[config.mk]
export PLATFORM = sky130hd
export DESIGN_NAME = resv_monitor
export DESIGN_NICKNAME = d
export VERILOG_FILES = /design/src/rtl/resv_pkg.sv /design/src/rtl/resv_store.sv /design/src/rtl/resv_judge.sv /design/src/rtl/fail_counter.sv /design/src/rtl/resv_monitor.sv
export SDC_FILE = /design/constraint.sdc
export NUM_CORES = 1
export LEC_CHECK = 0
export BUFFER_PORTS_ARGS = -buffer_cell sky130_fd_sc_hd__buf_2
export CAP_MARGIN = 0
export CORE_MARGIN = 10
export CORE_UTILIZATION = 35
export CTS_BUF_LIST = sky130_fd_sc_hd__clkbuf_16
export DETAILED_ROUTE_END_ITERATION = 8
export GPL_ROUTABILITY_DRIVEN = 0
export PLACE_DENSITY = 0.6
export RECOVER_POWER = 100
export SYNTH_ARGS = -nofsm -noshare
export SYNTH_HDL_FRONTEND = slang
export SYNTH_SLANG_ARGS = --single-unit
[constraint.sdc]
create_clock -name clk -period 3.65 [get_ports clk]
set_input_delay 0.73 -clock clk [delete_from_list [all_inputs] [get_ports clk]]
set_output_delay 0.73 -clock clk [all_outputs]
set_load 0.02 [all_outputs]
[src/rtl/resv_pkg.sv]
package resv_pkg;

  typedef enum logic {
    REQ_LOAD_LINK  = 1'b0,
    REQ_STORE_COND = 1'b1
  } req_kind_e;

  typedef enum logic [1:0] {
    CODE_FAIL = 2'd0,
    CODE_OK   = 2'd1,
    CODE_NOWB = 2'd2,
    CODE_LL   = 2'd3
  } rsp_code_e;

  typedef enum logic [1:0] {
    CAUSE_NONE     = 2'b00,
    CAUSE_NOFLAG   = 2'b01,
    CAUSE_MISMATCH = 2'b10
  } fail_cause_e;

  typedef struct packed {
    logic       issue;
    logic [1:0] code;
    logic [1:0] cause;
    logic       failed;
    logic       passed;
  } verdict_t;

endpackage

[src/rtl/resv_store.sv]
module resv_store #(
  parameter int GW = 28
) (
  input  logic          clk,
  input  logic          rst,
  input  logic          inv,
  input  logic          set,
  input  logic          drop,
  input  logic [GW-1:0] gran_in,
  output logic          flag_q,
  output logic [GW-1:0] gran_q
);

  always_ff @(posedge clk) begin
    if (rst) begin
      flag_q <= 1'b0;
      gran_q <= '0;
    end else begin
      if (set) gran_q <= gran_in;
      if (inv)       flag_q <= 1'b0;
      else if (set)  flag_q <= 1'b1;
      else if (drop) flag_q <= 1'b0;
    end
  end

endmodule

[src/rtl/resv_judge.sv]
module resv_judge
  import resv_pkg::*;
#(
  parameter int GW = 28
) (
  input  logic          is_sc,
  input  logic          uncached,
  input  logic          flag_eff,
  input  logic [GW-1:0] held_gran,
  input  logic [GW-1:0] req_gran,
  output verdict_t      v
);

  always_comb begin
    v = '0;
    if (!is_sc) begin
      v.issue = 1'b1;
      v.code  = CODE_LL;
    end else if (uncached) begin
      v.issue = 1'b1;
      v.code  = CODE_NOWB;
    end else if (!flag_eff) begin
      v.code   = CODE_FAIL;
      v.cause  = CAUSE_NOFLAG;
      v.failed = 1'b1;
    end else if (held_gran != req_gran) begin
      v.code   = CODE_FAIL;
      v.cause  = CAUSE_MISMATCH;
      v.failed = 1'b1;
    end else begin
      v.issue  = 1'b1;
      v.code   = CODE_OK;
      v.passed = 1'b1;
    end
  end

endmodule

[src/rtl/fail_counter.sv]
module fail_counter #(
  parameter int LIMIT = 5000
) (
  input  logic clk,
  input  logic rst,
  input  logic bump,
  input  logic clear,
  output logic alarm_q
);

  localparam int CW = $clog2(LIMIT + 1);
  localparam logic [CW-1:0] TOP = CW'(LIMIT);
  localparam logic [CW-1:0] TOP_M1 = CW'(LIMIT - 1);

  logic [CW-1:0] cnt_q;

  always_ff @(posedge clk) begin
    if (rst) begin
      cnt_q   <= '0;
      alarm_q <= 1'b0;
    end else if (clear) begin
      cnt_q   <= '0;
      alarm_q <= 1'b0;
    end else if (bump) begin
      if (cnt_q != TOP) cnt_q <= cnt_q + 1'b1;
      if (cnt_q >= TOP_M1) alarm_q <= 1'b1;
    end
  end

endmodule

[src/rtl/resv_monitor.sv]
module resv_monitor
  import resv_pkg::*;
#(
  parameter int PA_W       = 32,
  parameter int GRAN_LSB   = 4,
  parameter int FAIL_LIMIT = 5000
) (
  input  logic            clk,
  input  logic            rst,
  input  logic            req_valid,
  input  logic            req_kind,
  input  logic [PA_W-1:0] req_paddr,
  input  logic            req_uncached,
  input  logic            snoop_inv,
  output logic            req_ready,
  output logic            rsp_valid,
  output logic            rsp_issue,
  output logic [1:0]      rsp_code,
  output logic [1:0]      rsp_cause,
  output logic            livelock_alarm
);

  localparam int GW = PA_W - GRAN_LSB;

  logic          accept;
  logic          is_sc;
  logic          flag_q;
  logic [GW-1:0] gran_q;
  logic [GW-1:0] req_gran;
  logic          unused_low;
  verdict_t      v;

  assign req_ready  = ~rsp_valid;
  assign accept     = req_valid & req_ready;
  assign is_sc      = (req_kind == REQ_STORE_COND);
  assign req_gran   = req_paddr[PA_W-1:GRAN_LSB];
  assign unused_low = ^req_paddr[GRAN_LSB-1:0];

  resv_store #(.GW(GW)) u_store (
    .clk     (clk),
    .rst     (rst),
    .inv     (snoop_inv),
    .set     (accept & ~is_sc),
    .drop    (accept & is_sc & ~req_uncached),
    .gran_in (req_gran),
    .flag_q  (flag_q),
    .gran_q  (gran_q)
  );

  resv_judge #(.GW(GW)) u_judge (
    .is_sc     (is_sc),
    .uncached  (req_uncached),
    .flag_eff  (flag_q & ~snoop_inv),
    .held_gran (gran_q),
    .req_gran  (req_gran),
    .v         (v)
  );

  fail_counter #(.LIMIT(FAIL_LIMIT)) u_count (
    .clk     (clk),
    .rst     (rst),
    .bump    (accept & v.failed),
    .clear   (accept & v.passed),
    .alarm_q (livelock_alarm)
  );

  always_ff @(posedge clk) begin
    if (rst) begin
      rsp_valid <= 1'b0;
      rsp_issue <= 1'b0;
      rsp_code  <= 2'd0;
      rsp_cause <= 2'd0;
    end else begin
      rsp_valid <= accept;
      if (accept) begin
        rsp_issue <= v.issue;
        rsp_code  <= v.code;
        rsp_cause <= v.cause;
      end
    end
  end

endmodule

# == Yosys cells after proc, flatten, opt, wreduce, memory -nomap -nowiden ==
# Index checks and enable logic that the tools add are counted.
# word_totals
ff_bits,49
output_inout_bits,8
# classes
n_addsub,1
order_cmp,1
n_eq_ne,2
muxes,11
bitwise_logic,11
n_reduce_logical,5
# op_table
operator,count
inequality test 28 bit,1
"adder 13 x 1 -> 13 bit, second input constant",1
"greater-or-equal comparator 13 bit, second input constant",1
"inequality test 13 bit, second input constant",1
2-to-1 mux 3 bit,3
2-to-1 mux 4 bit,2
AND 1 bit,7
2-to-1 mux 1 bit,5
2-to-1 mux 5 bit,1
inverter 1 bit,4
AND reduction 2 bit,2
OR reduction 2 bit,2
nonzero test 2 bit,1

# == Logic depth before layout (Yosys ltp) ==
# Gate-level depths: netlist (run 1).
# depth
depth_word,7
mapped_depth,8
ltp_nobuf,7

# == Hierarchy ==
# A second synthesis (run 1) with hierarchy kept.
# unflattened
cells_unflattened,255
area_unflattened_um2,2439.8
# by_module_without_submodules
module,n_inst,cells_each,area_each_um2
resv_store,1,94,1036.0
fail_counter,1,82,735.7
resv_judge,1,48,377.9
resv_monitor,1,31,290.3

# == Worst setup path after synthesis (run 1) ==
# No wires, ideal clock.
# synth_path
path_type,input -> register
start,in req_paddr[18]
end,reg u_count.alarm_q
setup_ns,0.117
arrival_ns,1.945
t_required_ns,3.533
path_slack_ns,1.587
stages,6
n_path_buf,1
path_cell_list,xor2_1 -> nor4_1 -> and4_1 -> a41o_1 -> buf_2 -> nor2_1
# synth_between
elab_chain_len,7
elab_cells_between_ends,11
classes_between,eq/ne: 1; mux: 6; bitwise: 2; reduce/logical: 2
# synth_rtl
element,line_no,source
"start, declared",resv_monitor.sv:12,"input logic [PA_W-1:0] req_paddr,"
inequality test 28 bit *,resv_judge.sv:26,end else if (held_gran != req_gran) begin
2-to-1 mux 3 bit / 2-to-1 mux 1 bit (equally long branches),resv_judge.sv:26,
2-to-1 mux 5 bit / 2-to-1 mux 1 bit (equally long branches),resv_judge.sv:22,end else if (!flag_eff) begin
2-to-1 mux 4 bit *,resv_judge.sv:19,end else if (uncached) begin
2-to-1 mux 4 bit *,resv_judge.sv:16,if (!is_sc) begin
"AND 1 bit, on equally long branches","resv_monitor.sv:62, resv_monitor.sv:63",
AND reduction 2 bit (no source line) / OR reduction 2 bit (equally long branches),--,
"end signal, assigned",fail_counter.sv:20,alarm_q <= 1'b0;
"end signal, assigned",fail_counter.sv:23,alarm_q <= 1'b0;
"end signal, assigned",fail_counter.sv:26,if (cnt_q >= TOP_M1) alarm_q <= 1'b1;
"end, declared",fail_counter.sv:8,output logic alarm_q
# Mark *: on every way between the ends. The rest lies on a longest branch, timed or not.
# A chain may end at the register's enable or synchronous reset.

# == Worst setup path in the final report (run 1) ==
# layout_path
start,in rst
end,reg u_count.cnt_q[0]
# layout_between
elab_chain_len,1
# layout_rtl
element,line_no,source
"start, declared",resv_monitor.sv:9,"input logic rst,"
OR reduction 2 bit (no source line),--,
"end signal, assigned",fail_counter.sv:25,if (cnt_q != TOP) cnt_q <= cnt_q + 1'b1;
"end, declared",fail_counter.sv:15,logic [CW-1:0] cnt_q;
# Every way passes these cells.

==> flow_summary.yaml, run 1 <==
sta:
  max_freq_ghz: 0.426
  fin_crit_ns: 2.35
  rsz0062_at_grt: "no"
  fin_worst_skew_ns: 0.00796
  finalCritPeriodShare: 0.643
  setup_viol: 0
  hold_viol: 0
  fin_hold_ws_ns: 0.468
  setup_ws_ns: 1.30
  maxSlewHeadroom: -0.0748
  worst_pin_slew_ns: 1.61
  setup_tns_ns: 0
  slew_viol_final: 37
critical_path:
  crit_required_ns: 3.81
  cp_max_fo: 36
  slowest_delay_ns: 1.13
  critical_path_class: "in2reg"
  cp_cell_sequence: "clkbuf_1 -> a41o_1 -> nor2_1"
  cp_slowest_cell: "clkbuf_1"
  start_kind: "primary input"
  arrival_ns: 2.51
  end_kind: "register"
hold_path:
  hold_path.class: "reg2reg"
clocking:
  cts_setup_buffers: 0
  cts.reportedPaths.clkPinSlew_ns: 0.07
  cts_max_path_buffers: 2
  htreeDepth: 2
  cts_sinks: 49
  cts_buffers: 5
  cts_resized: 0
  postCtsHoldBufs: 0
  insertion_delay_ns: 0.29
  cts_tree: "built"
  root_buffer: "clkbuf_16"
detailed_routing:
  num_vias: 1960
  drc_errors: 0
  via_per_inst: 4.90
  drt_wl_total_mm: 5.19
  routedWlPerCell_um: 13.0
  drtIter0Drc: 52
  antenna_left: 0
  first_pass_iters: 4
global_routing:
  grt_use_total: 0.104
  grt_pass1_wl_mm: 8.67
  grt_pass1_vias: 1928
  grt_max_degree: 37
  grt_overflow_total: 0
  antenna_found_initial: 0
yosys:
  netlist.area_leader.share: 0.421
  ys_types: 40
  ys.flop_type: "dfxtp_1"
  ys_async_sr_fraction: 0
  syn_nets: 325
  synthSimpleGateAreaFrac: 0.263
  synth_edf_count: 0
  ys_seq_elements: 49
  ys_seq_area_frac: 0.421
  synthAdderAreaFrac: 0.0107
  synthTopCellsByArea: "dfxtp_1 (42%), nand2_1 (9.8%), a21oi_1 (8.2%)"
  synth_warnings: 0
  syn_inst: 285
  synthXorXnorAreaFrac: 0.117
  muxShareOfSynthArea: 0.00430
  synth_top_family_by_area: "simple AND/OR/NAND/NOR gates"
  synth_largest_area_cell: "dfxtp_1"
  postSynthAreaPerCell_um2: 8.17
  syn-cell-area_um2: 2330
  synth-compound-area-share: 0.152
flow_run:
  drv_cap: 1
floorplan:
  start_util: 0.363
  design.die.area_um2: 10300
  core-area_um2: 6420
  dieHeight_um: 102
  fp.dieW_um: 102
  rows: 29
  io_pins: 46
placed_design:
  dpl_worst_slack_ns: 1.05
  port_buffers: 41
  dp_hpwl_mm: 3.80
layout:
  drive_gt1_frac: 0.149
  final_net_count: 362
  area_delta_synth_final_pct: 16.8
  nFillCells: 637
  antenna_cells_inserted: 0
run_status:
  failed_checks: "max-capacitance violations, max-slew violations"
  status: "complete, but fails checks"
power_and_ir_drop:
  power.density_nw_per_um2: 421
  leakagePower_nw: 1.02
  ir_drop_mv: 0.326
stage by stage:
stage | total power, mW | utilization | cells | cell area (um^2)
3_5_place_dp | 0.699 | 0.403 | 392 | 2590
5_1_grt | 1.20 | 0.424 | 400 | 2720
6_report | 1.14 | 0.424 | 400 | 2720
2_1_floorplan | 0.653 | - | 285 | 2330
3_3_place_gp | 0.696 | 0.403 | 392 | 2590
4_1_cts | 1.16 | 0.426 | 400 | 2730
Yosys cell counts, drive strengths merged (3+ instances only):
cell type,instances
a21oi,38
nor2,18
xor2,21
xnor2,10
buf,3
nand2,61
o21ai,12
or3,10
nand3,6
nor4,6
dfxtp,49
inv,6
nand4,7
clkbuf,9
nand2b,3
critical path, delay by kind of cell:
kind	cells	cell delay [ns]
compound gates	1	0.53
buf+inv	1	1.13
simple gates	1	0.10
state kept, by name, indices dropped and copies added (netlist names):
signal and cells:
rsp_cause 2, rsp_code 2, rsp_issue 1, rsp_valid 1
u_count.alarm_q 1, u_count.cnt_q 13, u_store.flag_q 1, u_store.gran_q 28
kinds of logic (layout without fill, tap and decap cells):
logic type                 after synthesis  after routing
xor gates and xnor gates                31             31
AOI/OAI and AO/OA                       60             60
adders and majority gates                2              2
muxes                                    1              1
and+or+nand+nor                        124            124
DFF                                     49             49
buffers and inverters                   18             56
cells in the final DEF, fill, tap and decap left out, types with 2 or more instances in the layout:
cell type	netlist	layout
a22oi_1	2	2
clkbuf_16	0	5
dfxtp_1	49	49
and4_1	2	2
nor3_1	2	2
clkbuf_1	9	11
nor4_1	5	5
a211oi_1	2	2
inv_1	6	6
nor2b_1	2	2
ha_1	2	2
nand4_1	7	7
o21ai_0	11	11
xnor2_1	10	10
nor2_1	18	17
nand2b_1	2	2
xor2_1	21	21
nand2_1	61	61
or3_1	10	10
a21oi_1	38	38
nand3_1	6	6
buf_2	1	30
area by class of cell:
class,instances,area [um^2],share of cell area
Clock buffer,5,125,0.0460
Clock inverter,3,21.3,0.00782
Inverter,6,22.5,0.00828
Multi-Input combinational cell,218,1270,0.469
Sequential cell,49,981,0.361
Tap cell,77,96.3,0.0354
Timing Repair Buffer,42,199,0.0731
metal layers:
layer  track usage  wire (um)  share of wire
met1         0.115       2320           0.45
met2         0.180       2540           0.49
met3        0.0347        263          0.051
met4        0.0396         76          0.015
met5             0          0              0
power breakdown:
part / internal, mW / total (mW) / switching (mW) / leakage (nW)
Combinational: 0.0488 / 0.118 / 0.0687 / 0.552
Sequential: 0.553 / 0.565 / 0.0115 / 0.399
Clock: 0.255 / 0.462 / 0.207 / 0.0702
path summary, 6_finish.rpt:
check | start | to | slack (ns) | depth (start not counted)
setup / recovery | rst | u_count.cnt_q[0] | 1.30 | 3
hold / removal | u_store.gran_q[9] | u_store.gran_q[9] | 0.47 | 2
setup reg to reg | u_store.gran_q[25] | u_count.cnt_q[0] | 1.60 | 5
hold reg to reg | u_store.gran_q[9] | u_store.gran_q[9] | 0.47 | 2
Power figures use the tool's default switching activity.
==> run 2: changes to the inputs <==
--- a/config.mk
+++ b/config.mk
@@ -12,7 +12,7 @@
 export CTS_BUF_LIST = sky130_fd_sc_hd__clkbuf_16
 export DETAILED_ROUTE_END_ITERATION = 8
 export GPL_ROUTABILITY_DRIVEN = 0
-export PLACE_DENSITY = 0.6
+export PLACE_DENSITY = 0.62
 export RECOVER_POWER = 100
 export SYNTH_ARGS = -nofsm -noshare
 export SYNTH_HDL_FRONTEND = slang
==> constraint.sdc (replaced) <==
create_clock -name clk -period 2 [get_ports clk]
set_input_delay 0.4 -clock clk [delete_from_list [all_inputs] [get_ports clk]]
set_output_delay 0.4 -clock clk [all_outputs]
set_load 0.02 [all_outputs]
==> run 2 against run 1 <==
The run now ends clean. Highest routed layer unchanged. Clock skew shrank 0.0060 ns. Global-route usage grew 0.46 points. Utilization grew 1.4 points. Count of clock-buffer cells in the layout is the same. Hold slack lost 0.17 ns. Worst setup slack lost 1.1 ns. Via count grew 3.4%. Die area is the same. Final cell count grew 1.8%. Critical path depth grew 4. Clock power grew 100%. Cell area grew 3.3%. Critical endpoint is now u_count.cnt_q[2].
==> flow_summary.yaml, run 2 (synthesis gave the netlist of run 1 again) <==
sta:
  slew_viol_final: 0
  hold_viol: 0
  maxSlewHeadroom: 0.563
  rsz0062_at_grt: "no"
  worst_pin_slew_ns: 0.656
  max_freq_ghz: 0.558
  setup_viol: 0
  fin_crit_ns: 1.79
  setup_tns_ns: 0
  finalCritPeriodShare: 0.896
  fin_worst_skew_ns: 0.00196
hold_path:
  holdPathStages: 2
  hold_path.class: "in2reg"
  min-delay-start: "snoop_inv"
power_and_ir_drop:
  ir_drop_mv: 0.473
  net-switching-power_mw: 0.497
  comb_power_share: 0.105
  power.total_mw: 2.19
  seq_power_share: 0.471
  power_frac_clock: 0.424
  leakagePower_nw: 1.08
  power.internal_mw: 1.69
  switching_share: 0.227
  power.density_nw_per_um2: 779
global_routing:
  grt_overflow_total: 0
  grt_max_degree: 33
  grt_use_total: 0.109
  grt_pass1_wl_mm: 9.11
  antenna_found_initial: 0
  grt_pass1_vias: 1969
placed_design:
  port_buffers: 41
  placed_area_um2: 2670
  dp_hpwl_mm: 3.86
detailed_routing:
  first_pass_iters: 6
  top_layer_used: "met4"
  drtIter0Drc: 80
  antenna_left: 0
  num_vias: 2027
  drt_wl_total_mm: 5.27
  via_per_inst: 4.98
  met2WireLength_mm: 2.63
  routedWlPerCell_um: 13.0
  wl_met1_mm: 2.34
  met3_length_um: 269
  drc_errors: 0
layout:
  final_net_count: 370
  largest_reg_flops: 28
  reg_top3: "u_store.gran_q: 28 flops, u_count.cnt_q: 13 flops"
  final_common_cell: "nand2_1"
  final_area_um2: 2810
  final_core_util: 0.438
  drive_gt1_frac: 0.170
  largest_register: "u_store.gran_q"
  antenna_cells_inserted: 0
  area_delta_synth_final_pct: 20.6
  mostFrequentLayoutCells: "nand2_1 (61), dfxtp_1 (49), a21oi_1 (38), buf_2 (33), xor2_1 (21)"
critical_path:
  reg2regPathDepth: 7
  slowest_delay_ns: 0.40
  crit_start: "u_store.gran_q[14]"
  r2r-start: "u_store.gran_q[14]"
  path_buf_inv: 1
  crit_required_ns: 2.22
  regToRegSetupSlack_ns: 0.21
  critical_path_class: "reg2reg"
  start_kind: "register"
  arrival_ns: 2.01
  cp_max_fo: 17
  cp_slowest_cell: "nor4_1"
  cp_top_family: "simple AND/OR/NAND/NOR gates"
  cp_num_cells: 7
  cp_cell_sequence: "xor2_1 -> nor4_1 -> nand4_1 -> o21ai_4 -> buf_12 -> o21ai_0 -> a21oi_1"
  end_kind: "register"
clocking:
  cts_buffers: 5
  cts.reportedPaths.clkPinSlew_ns: 0.06
  root_buffer: "clkbuf_16"
  htreeDepth: 2
  cts_sinks: 49
  postCtsHoldBufs: 0
  cts_setup_buffers: 0
  cts_resized: 0
  insertion_delay_ns: 0.28
  cts_max_path_buffers: 2
  cts_tree: "built"
floorplan:
  fp.dieW_um: 102
  rows: 29
  design.die.area_um2: 10300
  core-area_um2: 6420
  io_pins: 46
  start_util: 0.363
  dieHeight_um: 102
flow_run:
  drv_cap: 0
run_status:
  status: "finished clean"
-- run 2: layer usage --
metal / up-vias / track usage
met3: 2 / 0.0408
li1: 1060 / -
met1: 929 / 0.129
met5: - / 0
met4: 0 / 0.0264
met2: 36 / 0.181
-- run 2: cell type report --
type | count | area [um^2]
clock buffer | 5 | 125
sequential | 49 | 981
multi-input combinational | 218 | 1270
fill | 668 | 3610
tap | 77 | 96.3
timing repair buffer | 50 | 275
inverter | 6 | 22.5
clock inverter | 2 | 35.0
-- run 2: worst reg2reg max path: stages (launching register included) --
cell and delay (ns):
dfxtp_1 0.32, xor2_1 0.16, nor4_1 0.40, nand4_1 0.27
o21ai_4 0.23, buf_12 0.14, o21ai_0 0.08, a21oi_1 0.14
-- run 2: worst paths after layout --
path	to
max	u_count.cnt_q[2]
max reg2reg	u_count.cnt_q[2]
min reg2reg	u_store.gran_q[10]
min	u_store.flag_q
-- run 2: metrics by stage --
step,instances,hold WS (ns),setup WS (ns)
finish,407,0.301,0.208
global placement,400,0.449,0.0641
CTS,407,0.297,0.194
detailed placement,400,0.459,0.0159
global route,407,0.314,0.00800
floorplan,285,0.448,0.235
-- run 2: power groups by stage --
stage / logic, mW / clock network (mW) / registers [mW]
4_1_cts: 0.238 / 0.955 / 1.03
3_5_place_dp: 0.238 / 0 / 1.05
3_3_place_gp: 0.234 / 0 / 1.05
2_1_floorplan: 0.133 / 0 / 1.06
6_report: 0.229 / 0.927 / 1.03
5_1_grt: 0.259 / 0.999 / 1.04
==> run 3: changes to the inputs <==
--- a/config.mk
+++ b/config.mk
@@ -8,11 +8,11 @@
 export BUFFER_PORTS_ARGS = -buffer_cell sky130_fd_sc_hd__buf_2
 export CAP_MARGIN = 0
 export CORE_MARGIN = 10
-export CORE_UTILIZATION = 35
+export CORE_UTILIZATION = 49
 export CTS_BUF_LIST = sky130_fd_sc_hd__clkbuf_16
 export DETAILED_ROUTE_END_ITERATION = 8
 export GPL_ROUTABILITY_DRIVEN = 0
-export PLACE_DENSITY = 0.62
+export PLACE_DENSITY = 0.8
 export RECOVER_POWER = 100
 export SYNTH_ARGS = -nofsm -noshare
 export SYNTH_HDL_FRONTEND = slang
==> run 3 against run 2 <==
Clock power decreased by 15%. Global-route usage grew 3.3 points. Flip-flop and latch count unchanged. Cell area decreased by 2.2%. Die area is 23% lower. Maximum frequency is 4.3% lower. Sequential share of layout area up 0.78 points. Hold slack got worse by 0.0049 ns. Clock skew grew 0.0014 ns. First-iteration DRC count up 11%. Largest cell class unchanged.
==> flow_summary.yaml, run 3 (synthesis gave the netlist of run 1 again) <==
critical_path:
  r2r_end: "u_count.cnt_q[6]"
  critical_path_class: "reg2reg"
  crit_required_ns: 2.18
  r2r-start: "rsp_valid"
  start_kind: "register"
  path_buf_inv: 2
  regToRegSetupSlack_ns: 0.13
  arrival_ns: 2.05
  end_kind: "register"
  cp_top_family: "simple AND/OR/NAND/NOR gates"
  slowest_delay_ns: 0.32
  cp_cell_sequence: "nand2b_1 -> nor3b_4 -> clkbuf_1 -> and2_1 -> a41o_1 -> buf_12 -> a21oi_1"
  cp_slowest_cell: "dfxtp_1"
  cp_max_fo: 14
  reg2regPathDepth: 7
sta:
  hold_viol: 0
  setup_tns_ns: 0
  finalCritPeriodShare: 0.936
  setup_viol: 0
  fin_crit_ns: 1.87
  worst_pin_slew_ns: 0.570
  setup_ws_ns: 0.128
  rsz0062_at_grt: "no"
  fin_worst_skew_ns: 0.00339
  maxSlewHeadroom: 0.620
  max_freq_ghz: 0.534
  slew_viol_final: 0
run_status:
  status: "finished clean"
global_routing:
  grt_pass1_vias: 2074
  grt_pass1_wl_mm: 8.94
  antenna_found_initial: 0
  grt_max_degree: 30
  grt_use_total: 0.141
  grt_overflow_total: 0
placed_design:
  dp.cells: 377
  port_buffers: 41
  dp_hpwl_mm: 3.75
  dpl_worst_slack_ns: 0.00246
layout:
  final_common_cell: "nand2_1"
  area_delta_synth_final_pct: 18.0
  final_cells: 384
  largest_register: "u_store.gran_q"
  reg_top3: "u_store.gran_q: 28 flops, u_count.cnt_q: 13 flops"
  drive_gt1_frac: 0.161
  final_core_util: 0.590
  mostFrequentLayoutCells: "nand2_1 (61), dfxtp_1 (49), a21oi_1 (38), buf_2 (33), xor2_1 (21)"
  largest_reg_flops: 28
  final_net_count: 370
  antenna_cells_inserted: 0
detailed_routing:
  antenna_left: 0
  via_per_inst: 5.30
  drt_wl_total_mm: 5.09
  first_pass_iters: 4
  drc_errors: 0
  drtIter0Drc: 89
  routedWlPerCell_um: 13.3
  num_vias: 2036
clocking:
  cts_max_path_buffers: 2
  postCtsHoldBufs: 0
  cts_setup_buffers: 0
  cts.reportedPaths.clkPinSlew_ns: 0.06
  root_buffer: "clkbuf_16"
  htreeDepth: 2
  cts_tree: "built"
  cts_sinks: 49
  cts_buffers: 5
  insertion_delay_ns: 0.29
  cts_resized: 0
flow_run:
  drv_cap: 0
hold_path:
  holdPathStages: 2
  hold_end: "u_store.flag_q"
  min-delay-start: "snoop_inv"
  hold_path.class: "in2reg"
power_and_ir_drop:
  ir_drop_mv: 0.580
  power.total_mw: 2.05
  leakagePower_nw: 1.07
  power.density_nw_per_um2: 746
floorplan:
  rows: 25
  fp.dieW_um: 89.0
  core-area_um2: 4660
  io_pins: 46
  dieHeight_um: 89.0
  start_util: 0.500
  design.die.area_um2: 7910
## run 3: cell count changes in the layout (fill, tap and decap cells not counted), sizes merged
cell,previous run,this run
buf,38,39
bufinv,1,0
clkbuf,17,16
inv,6,7
## run 3: worst max-delay path by stage
| stage | from | end | slack [ns] | cells past startpoint |
|---|---|---|---|---|
| after floorplan | rsp_valid | u_count.cnt_q[2] | 0.23 | 7 |
| after global placement | req_paddr[18] | u_count.cnt_q[9] | 0.10 | 8 |
| after detailed placement | req_paddr[18] | u_count.cnt_q[9] | 0.002 | 8 |
| after CTS | u_store.gran_q[14] | u_count.cnt_q[6] | 0.17 | 7 |
| after global routing | u_store.gran_q[14] | u_count.cnt_q[0] | 0.01 | 7 |
| final | rsp_valid | u_count.cnt_q[6] | 0.13 | 7 |
## run 3: through the flow
step                hold WS [ns]  area, um^2
finish                     0.296        2750
global route               0.309        2750
CTS                        0.294        2780
detailed placement         0.456        2640
global placement           0.446        2640
floorplan                  0.448        2330
## run 3: final cells by class
type / instances / area (um^2)
Fill cell: 409 / 1910
Tap cell: 54 / 67.6
Clock inverter: 2 / 7.51
Inverter: 6 / 22.5
Sequential cell: 49 / 981
Multi-Input combinational cell: 218 / 1270
Timing Repair Buffer: 50 / 278
Clock buffer: 5 / 125
## run 3: power by group
group	internal (mW)	switching (mW)
clock	0.448	0.344
combinational	0.0992	0.128
sequential	1.01	0.0210
total	1.56	0.493
## run 3: worst register-to-register path: stages (launching register included)
cell and delay, ns:
dfxtp_1 0.32, nand2b_1 0.25, nor3b_4 0.27, clkbuf_1 0.31
and2_1 0.20, a41o_1 0.23, buf_12 0.15, a21oi_1 0.05
## run 3: metal layers
metal / GRT usage / part of all wire
met2: 0.254 / 0.52
met5: 0 / 0
met1: 0.146 / 0.41
met3: 0.0492 / 0.058
met4: 0.0592 / 0.017
